[config.mk]
export PLATFORM = sky130hd
export DESIGN_NAME = flash_line_prefetch
export DESIGN_NICKNAME = d
export VERILOG_FILES = /design/src/rtl/flp_pkg.sv /design/src/rtl/flp_line_store.sv /design/src/rtl/flp_read_engine.sv /design/src/rtl/flp_fetch_ctrl.sv /design/src/rtl/flash_line_prefetch.sv
export SDC_FILE = /design/constraint.sdc
export NUM_CORES = 1
export LEC_CHECK = 0
export BUFFER_PORTS_ARGS = -buffer_cell sky130_fd_sc_hd__buf_2
export CAP_MARGIN = 20
export CORE_ASPECT_RATIO = 0.75
export CORE_MARGIN = 5
export CORE_UTILIZATION = 35
export CTS_CLUSTER_DIAMETER = 60
export CTS_CLUSTER_SIZE = 25
export DETAILED_ROUTE_END_ITERATION = 8
export PLACE_DENSITY = 0.51
export SLEW_MARGIN = 10
export SYNTH_ARGS = -nofsm -noshare
export SYNTH_HDL_FRONTEND = slang
export SYNTH_HIERARCHICAL = 1
export SYNTH_SLANG_ARGS = --single-unit
[constraint.sdc]
create_clock -name clk -period 12.15 [get_ports clk]
set_input_delay 3.0375 -clock clk [delete_from_list [all_inputs] [get_ports clk]]
set_output_delay 3.0375 -clock clk [all_outputs]
set_load 0.005 [all_outputs]
[src/rtl/flp_pkg.sv]
package flp_pkg;
  typedef enum logic {
    RD_DEMAND = 1'b0,
    RD_AHEAD  = 1'b1
  } rd_kind_e;
endpackage

[src/rtl/flp_line_store.sv]
module flp_line_store
  import flp_pkg::*;
#(
  parameter int TAG_W  = 28,
  parameter int WORD_W = 32,
  parameter int WPL    = 4,
  localparam int SEL_W  = $clog2(WPL),
  localparam int LINE_W = WORD_W * WPL
) (
  input  logic              clk,
  input  logic              rst_n,
  input  logic              clr,
  input  logic [TAG_W-1:0]  fetch_tag,
  input  logic [SEL_W-1:0]  fetch_sel,
  input  logic              promote,
  input  logic              fill_en,
  input  rd_kind_e          fill_kind,
  input  logic [TAG_W-1:0]  fill_tag,
  input  logic [LINE_W-1:0] fill_line,
  output logic              hit_cur,
  output logic              hit_nxt,
  output logic [WORD_W-1:0] sel_word,
  output logic [TAG_W-1:0]  cur_tag_o,
  output logic              cur_v_o,
  output logic [TAG_W-1:0]  nxt_tag_o,
  output logic              nxt_v_o
);
  logic              cur_v, cur_v_n, nxt_v, nxt_v_n;
  logic [TAG_W-1:0]  cur_tag, cur_tag_n, nxt_tag, nxt_tag_n;
  logic [LINE_W-1:0] cur_line, cur_line_n, nxt_line, nxt_line_n;
  logic              cur_ld, nxt_ld;
  logic [WORD_W-1:0] cur_w [WPL];
  logic [WORD_W-1:0] nxt_w [WPL];

  // Split each line into words; word k is the k-th slice from the bottom.
  for (genvar g = 0; g < WPL; g++) begin : g_word
    assign cur_w[g] = cur_line[g*WORD_W +: WORD_W];
    assign nxt_w[g] = nxt_line[g*WORD_W +: WORD_W];
  end

  assign hit_cur  = cur_v & (fetch_tag == cur_tag);
  assign hit_nxt  = nxt_v & (fetch_tag == nxt_tag);
  assign sel_word = hit_cur ? cur_w[fetch_sel] :
                    hit_nxt ? nxt_w[fetch_sel] : '0;

  assign cur_tag_o = cur_tag;
  assign cur_v_o   = cur_v;
  assign nxt_tag_o = nxt_tag;
  assign nxt_v_o   = nxt_v;

  always_comb begin
    cur_v_n    = cur_v;
    cur_tag_n  = cur_tag;
    cur_line_n = cur_line;
    nxt_v_n    = nxt_v;
    nxt_tag_n  = nxt_tag;
    nxt_line_n = nxt_line;
    cur_ld     = 1'b0;
    nxt_ld     = 1'b0;
    if (promote) begin
      cur_v_n    = nxt_v;
      cur_tag_n  = nxt_tag;
      cur_line_n = nxt_line;
      nxt_v_n    = 1'b0;
      cur_ld     = 1'b1;
    end
    if (fill_en) begin
      if (fill_kind == RD_DEMAND) begin
        cur_v_n    = 1'b1;
        cur_tag_n  = fill_tag;
        cur_line_n = fill_line;
        nxt_v_n    = 1'b0;
        cur_ld     = 1'b1;
      end else begin
        nxt_v_n    = 1'b1;
        nxt_tag_n  = fill_tag;
        nxt_line_n = fill_line;
        nxt_ld     = 1'b1;
      end
    end
    if (clr) begin
      cur_v_n = 1'b0;
      nxt_v_n = 1'b0;
    end
  end

  always_ff @(posedge clk or negedge rst_n) begin
    if (!rst_n) begin
      cur_v <= 1'b0;
      nxt_v <= 1'b0;
    end else begin
      cur_v <= cur_v_n;
      nxt_v <= nxt_v_n;
    end
  end

  always_ff @(posedge clk) begin
    if (cur_ld) begin
      cur_tag  <= cur_tag_n;
      cur_line <= cur_line_n;
    end
    if (nxt_ld) begin
      nxt_tag  <= nxt_tag_n;
      nxt_line <= nxt_line_n;
    end
  end
endmodule

[src/rtl/flp_read_engine.sv]
module flp_read_engine
  import flp_pkg::*;
#(
  parameter int TAG_W = 28,
  parameter int WS_W  = 3
) (
  input  logic             clk,
  input  logic             rst_n,
  input  logic             cancel,
  input  logic             start,
  input  rd_kind_e         start_kind,
  input  logic [TAG_W-1:0] start_tag,
  input  logic [WS_W-1:0]  wait_cfg,
  output logic             busy_o,
  output logic [TAG_W-1:0] rd_tag_o,
  output logic             done,
  output rd_kind_e         done_kind,
  output logic             arr_en,
  output logic [TAG_W-1:0] arr_addr
);
  logic             busy, busy_n;
  logic [WS_W-1:0]  cnt, cnt_n, cnt_now;
  logic [TAG_W-1:0] rd_tag, tag_now;
  rd_kind_e         rd_kind, kind_now;
  logic             active, ld;

  // A start launches the read in its own cycle; a start while busy restarts.
  assign active   = start | busy;
  assign cnt_now  = start ? wait_cfg   : cnt;
  assign tag_now  = start ? start_tag  : rd_tag;
  assign kind_now = start ? start_kind : rd_kind;

  assign arr_en    = active & ~cancel;
  assign arr_addr  = tag_now;
  assign done      = arr_en & (cnt_now == '0);
  assign done_kind = kind_now;
  assign busy_o    = busy;
  assign rd_tag_o  = rd_tag;
  assign ld        = arr_en;

  always_comb begin
    busy_n = busy;
    cnt_n  = cnt;
    if (cancel) begin
      busy_n = 1'b0;
    end else if (active) begin
      busy_n = (cnt_now != '0);
      cnt_n  = cnt_now - WS_W'(1);
    end
  end

  always_ff @(posedge clk or negedge rst_n) begin
    if (!rst_n) busy <= 1'b0;
    else        busy <= busy_n;
  end

  always_ff @(posedge clk) begin
    if (ld) begin
      cnt     <= cnt_n;
      rd_tag  <= tag_now;
      rd_kind <= kind_now;
    end
  end
endmodule

[src/rtl/flp_fetch_ctrl.sv]
module flp_fetch_ctrl
  import flp_pkg::*;
#(
  parameter int TAG_W = 28,
  parameter int WPL   = 4,
  localparam int SEL_W = $clog2(WPL)
) (
  input  logic             fetch_req,
  input  logic [TAG_W-1:0] fetch_tag,
  input  logic [SEL_W-1:0] fetch_sel,
  input  logic             inval,
  input  logic             hit_cur,
  input  logic             hit_nxt,
  input  logic             cur_v,
  input  logic [TAG_W-1:0] cur_tag,
  input  logic             nxt_v,
  input  logic [TAG_W-1:0] nxt_tag,
  input  logic             eng_busy,
  input  logic [TAG_W-1:0] eng_tag,
  output logic             ready,
  output logic             promote,
  output logic             start,
  output rd_kind_e         start_kind,
  output logic [TAG_W-1:0] start_tag
);
  logic last_word, pending_same, demand_go, ahead_go;

  assign last_word    = (fetch_sel == SEL_W'(WPL - 1));
  assign ready        = fetch_req & ~inval & (hit_cur | hit_nxt);
  assign promote      = ready & ((hit_cur & last_word & nxt_v) | (hit_nxt & ~hit_cur));
  assign pending_same = eng_busy & (eng_tag == fetch_tag);
  assign demand_go    = fetch_req & ~inval & ~hit_cur & ~hit_nxt & ~pending_same;
  assign ahead_go     = ~inval & ~demand_go & ~eng_busy & (promote | (cur_v & ~nxt_v));

  always_comb begin
    start      = demand_go | ahead_go;
    start_kind = demand_go ? RD_DEMAND : RD_AHEAD;
    if (demand_go)    start_tag = fetch_tag;
    else if (promote) start_tag = nxt_tag + TAG_W'(1);
    else              start_tag = cur_tag + TAG_W'(1);
  end
endmodule

[src/rtl/flash_line_prefetch.sv]
module flash_line_prefetch
  import flp_pkg::*;
#(
  parameter int ADDR_W     = 32,
  parameter int WORD_W     = 32,
  parameter int LINE_WORDS = 4,
  parameter int WS_W       = 3,
  localparam int SEL_W  = $clog2(LINE_WORDS),
  localparam int OFS_W  = SEL_W + $clog2(WORD_W / 8),
  localparam int TAG_W  = ADDR_W - OFS_W,
  localparam int LINE_W = WORD_W * LINE_WORDS
) (
  input  logic              clk,
  input  logic              rst_n,
  input  logic              fetch_req,
  input  logic [ADDR_W-1:0] fetch_addr,
  input  logic [WS_W-1:0]   wait_cfg,
  input  logic              inval,
  output logic              fetch_ready,
  output logic [WORD_W-1:0] fetch_rdata,
  output logic              arr_en,
  output logic [TAG_W-1:0]  arr_addr,
  input  logic [LINE_W-1:0] arr_rdata
);
  logic [TAG_W-1:0]  fetch_tag, cur_tag, nxt_tag, eng_tag, start_tag;
  logic [SEL_W-1:0]  fetch_sel;
  logic              hit_cur, hit_nxt, cur_v, nxt_v, eng_busy;
  logic              ready, promote, start, done;
  rd_kind_e          start_kind, done_kind;
  logic [WORD_W-1:0] sel_word;

  assign fetch_tag = fetch_addr[ADDR_W-1:OFS_W];
  assign fetch_sel = fetch_addr[OFS_W-1:OFS_W-SEL_W];

  flp_fetch_ctrl #(.TAG_W(TAG_W), .WPL(LINE_WORDS)) u_ctrl (
    .fetch_req (fetch_req),  .fetch_tag (fetch_tag), .fetch_sel (fetch_sel),
    .inval     (inval),      .hit_cur   (hit_cur),   .hit_nxt   (hit_nxt),
    .cur_v     (cur_v),      .cur_tag   (cur_tag),   .nxt_v     (nxt_v),
    .nxt_tag   (nxt_tag),    .eng_busy  (eng_busy),  .eng_tag   (eng_tag),
    .ready     (ready),      .promote   (promote),   .start     (start),
    .start_kind(start_kind), .start_tag (start_tag)
  );

  flp_read_engine #(.TAG_W(TAG_W), .WS_W(WS_W)) u_eng (
    .clk       (clk),        .rst_n     (rst_n),     .cancel    (inval),
    .start     (start),      .start_kind(start_kind), .start_tag(start_tag),
    .wait_cfg  (wait_cfg),   .busy_o    (eng_busy),  .rd_tag_o  (eng_tag),
    .done      (done),       .done_kind (done_kind), .arr_en    (arr_en),
    .arr_addr  (arr_addr)
  );

  flp_line_store #(.TAG_W(TAG_W), .WORD_W(WORD_W), .WPL(LINE_WORDS)) u_store (
    .clk      (clk),       .rst_n    (rst_n),     .clr      (inval),
    .fetch_tag(fetch_tag), .fetch_sel(fetch_sel), .promote  (promote),
    .fill_en  (done),      .fill_kind(done_kind), .fill_tag (arr_addr),
    .fill_line(arr_rdata), .hit_cur  (hit_cur),   .hit_nxt  (hit_nxt),
    .sel_word (sel_word),  .cur_tag_o(cur_tag),   .cur_v_o  (cur_v),
    .nxt_tag_o(nxt_tag),   .nxt_v_o  (nxt_v)
  );

  assign fetch_ready = ready;
  assign fetch_rdata = ready ? sel_word : '0;
endmodule

==> flow_summary.yaml <==
setup_path:
  critical-path-max-stage-delay_ns: 0.49
  rrSetupSlack_ns: 5.65
  reg2reg_from: "u_store/cur_tag_o[6]"
  critPathSlowestCell: "and2_2"
  cp.required_ns: 9.11
  crit_end: "arr_addr[10]"
  r2r.worst_path.cells: 17
  crit_start: "fetch_addr[10]"
  start_kind: "input pin"
  cp_cell_sequence: "buf_2, xnor2_1, nand4_1, nor4_4, and2_2, nor2_1, a211o_1, inv_8, nand2_1, nand2_1, ha_1, nand3_1, nor2_1, mux2_2, o21ai_0, xnor2_1, o21ai_0, mux2_4, buf_2"
  cp.arrival_ns: 7.95
  cp_max_fo: 34
  timing.rr.end: "u_store/cur_tag_o[8]"
  crit_type: "input pin to output port"
  end_kind: "output port"
clock_network:
  cts_hold_buf: 0
  cts_sinks: 347
  clk_latency_ns: 0.56
  cts.path.max_buffers: 3
  htreeDepth: 2
  cts_root_buf: "clkbuf_16"
  cts_tree: "built"
  post-cts-setup-buffer-count: 0
  cts_resized: 0
  clk_transition_reported_paths_ns: 0.05
  cts_buffers: 36
route:
  ant_nets: 0
  vias: 13300
  wl_um: 58000
  route.detailed.drc: 0
  drt-initial-drc-count: 1113
  firstDrtPassIters: 5
  viasPerCell: 5.37
  wire_per_inst_um: 23.5
die:
  initial_core_util_pct: 35.4
  num_rows: 74
  io_pins: 229
  core_area_um2: 54600
  die_h_um: 214
  die_area_um2: 60100
  die_x_um: 282
yosys:
  synth-warning-count: 6
  synth_top_area_share_pct: 53.4
  ys_seq_area_share_pct: 53.8
  synthTopCellsByArea: "edfxtp_1, mux2i_1, mux4_2"
  syn_avg_cell_area_um2: 12.7
  synth_nets: 1698
  synth_cell_type_count: 63
  ys.flop_type: "edfxtp_1"
  yosys.area.top_type: "edfxtp_1"
  syn-cell-area_um2: 19400
  synth_cells: 1528
  synth-async-reset-ratio_pct: 0.865
  synthTopCellsByCount: "edfxtp_1, nand2_1, mux2i_1, o21ai_0, xnor2_1"
  synth_most_common_cell: "edfxtp_1"
  synth_edf_count: 344
  ys_ff_latch: 347
grt:
  grt_use_total_pct: 18.6
  grt_pass1_wl_um: 85400
  antenna_found_initial: 13
  grt_pass1_vias: 13100
  grt_max_degree: 121
  overflow: 0
sta:
  fmax_mhz: 91.0
  skew_ns: 0.0456
  worstMarginPinSlew_ns: 1.04
  drv_slew: 0
  rsz0062_at_grt: "false"
  min_period_ns: 10.99
  worst_slack_ns: 1.16
  fin_crit_sh_pct: 90.5
  slew_headroom_pct: 31.0
  setup_violations: 0
  setup_tns_ns: 0
  hold_violations: 0
pwr:
  clockPowerShare_pct: 43.9
  ir_drop_mv: 0.0859
  p_switching_uw: 639
  swShare_pct: 23.6
  sequentialPowerShare_pct: 49.4
  p_per_area_nw_per_um2: 120
  p_comb_share_pct: 6.8
  internal-power_uw: 2070
  leakage_uw: 0.00729
placed_design:
  place_ws_ns: 1.36
  port_buffers: 226
  dp_hpwl_um: 37600
  gp_congestion: 0.915
layout:
  drive_above_1_share_pct: 28.9
  nets: 1890
  area_growth_pct: 16.2
  nFillCells: 5224
min_path:
  worstHoldPathType: "flop to flop"
  min_from: "u_eng/cnt[0]"
flow_run:
  drv_cap: 0
run_status:
  status: "completed"
[per-layer routing]
metal  share of wire (%)  global-route usage, %
met1                  48                   28.4
met2                  43                   27.6
met3                 6.9                   4.11
met4                 1.2                   3.22
met5                0.16                      0
[worst max-delay path, delay by kind of cell]
family / cells / cell delay, ns
XOR/XNOR: 2 / 0.66
buffers and inverters: 3 / 0.56
AND/OR/NAND/NOR: 8 / 2.09
multiplexers: 2 / 0.60
AO/OA/AOI/OAI: 3 / 0.60
adder cells (fa/ha/maj): 1 / 0.35
[cell families (layout without fill, tap and decap cells)]
group	count (synthesis)	after routing	share of synthesized area, %
other	0	1	0
multiplexers	279	279	19.4
AND/OR/NAND/NOR	397	397	10.0
XOR/XNOR	114	114	5.16
adder cells (fa/ha/maj)	3	3	0.194
flip-flops	347	347	53.8
buffers and inverters	144	364	3.59
AO/OA/AOI/OAI	244	244	7.91
[worst min-delay path by stage]
| stage | slack [ns] | cells past startpoint | to |
|---|---|---|---|
| 3_5_place_dp | 0.59 | 1 | u_eng/cnt[0] |
| 4_1_cts | 0.60 | 1 | u_eng/cnt[0] |
| 3_3_place_gp | 0.57 | 1 | u_eng/cnt[0] |
| 5_1_grt | 0.60 | 1 | u_eng/cnt[0] |
| 2_1_floorplan | 0.55 | 2 | u_store/nxt_v_o |
| 6_report | 0.59 | 1 | u_eng/cnt[0] |
[sequential cells by signal (all words and copies together) (netlist names)]
signal / cells
u_eng/cnt: 3
u_eng/busy_o: 1
u_store/nxt_line: 128
u_eng/rd_tag_o: 28
u_store/cur_v_o: 1
u_store/cur_line: 128
u_store/cur_tag_o: 28
u_store/nxt_v_o: 1
u_eng/rd_kind: 1
u_store/nxt_tag_o: 28
[cell type report]
cell class	count	area (µm²)	share of cell area, %
Tap cell	722	903	4.02
Timing Repair Buffer	254	1430	6.37
Clock inverter	26	317	1.41
Inverter	44	173	0.768
Multi-Input combinational cell	1037	8320	37.0
Antenna cell	1	2.50	0.0111
Sequential cell	347	10400	46.3
Clock buffer	40	937	4.17
[cells in the final DEF (no fill, tap or decap), types with 27 or more instances in the layout]
cell       netlist  layout
edfxtp_1       344     344
buf_2           23     224
nand2_1        202     202
mux2i_1        175     175
o21ai_0        175     175
xnor2_1         91      91
mux4_2          64      64
nand3_1         57      57
inv_1           41      41
clkbuf_16        0      37
and2_2          32      33
nand4_1         33      33
o31ai_2         29      29
mux2_4          27      27
[power groups by stage]
stage	sequential (µW)	clock (µW)	combinational (µW)
floorplan	1360	0	99.6
global placement	1360	0	181
detailed placement	1360	0	183
CTS	1340	1230	184
global route	1340	1280	196
finish	1340	1190	183
[stage by stage]
step | total power, µW | hold WS [ns] | utilization (%) | area (µm²) | instances
6_report | 2710 | 0.591 | 41.2 | 22500 | 2471
2_1_floorplan | 1460 | 0.547 | - | 19400 | 1528
4_1_cts | 2750 | 0.598 | 41.2 | 22500 | 2470
3_3_place_gp | 1540 | 0.565 | 38.9 | 21200 | 2404
3_5_place_dp | 1550 | 0.590 | 38.9 | 21200 | 2404
5_1_grt | 2810 | 0.603 | 41.2 | 22500 | 2470
No activity file was read; power rests on OpenSTA's default activity.
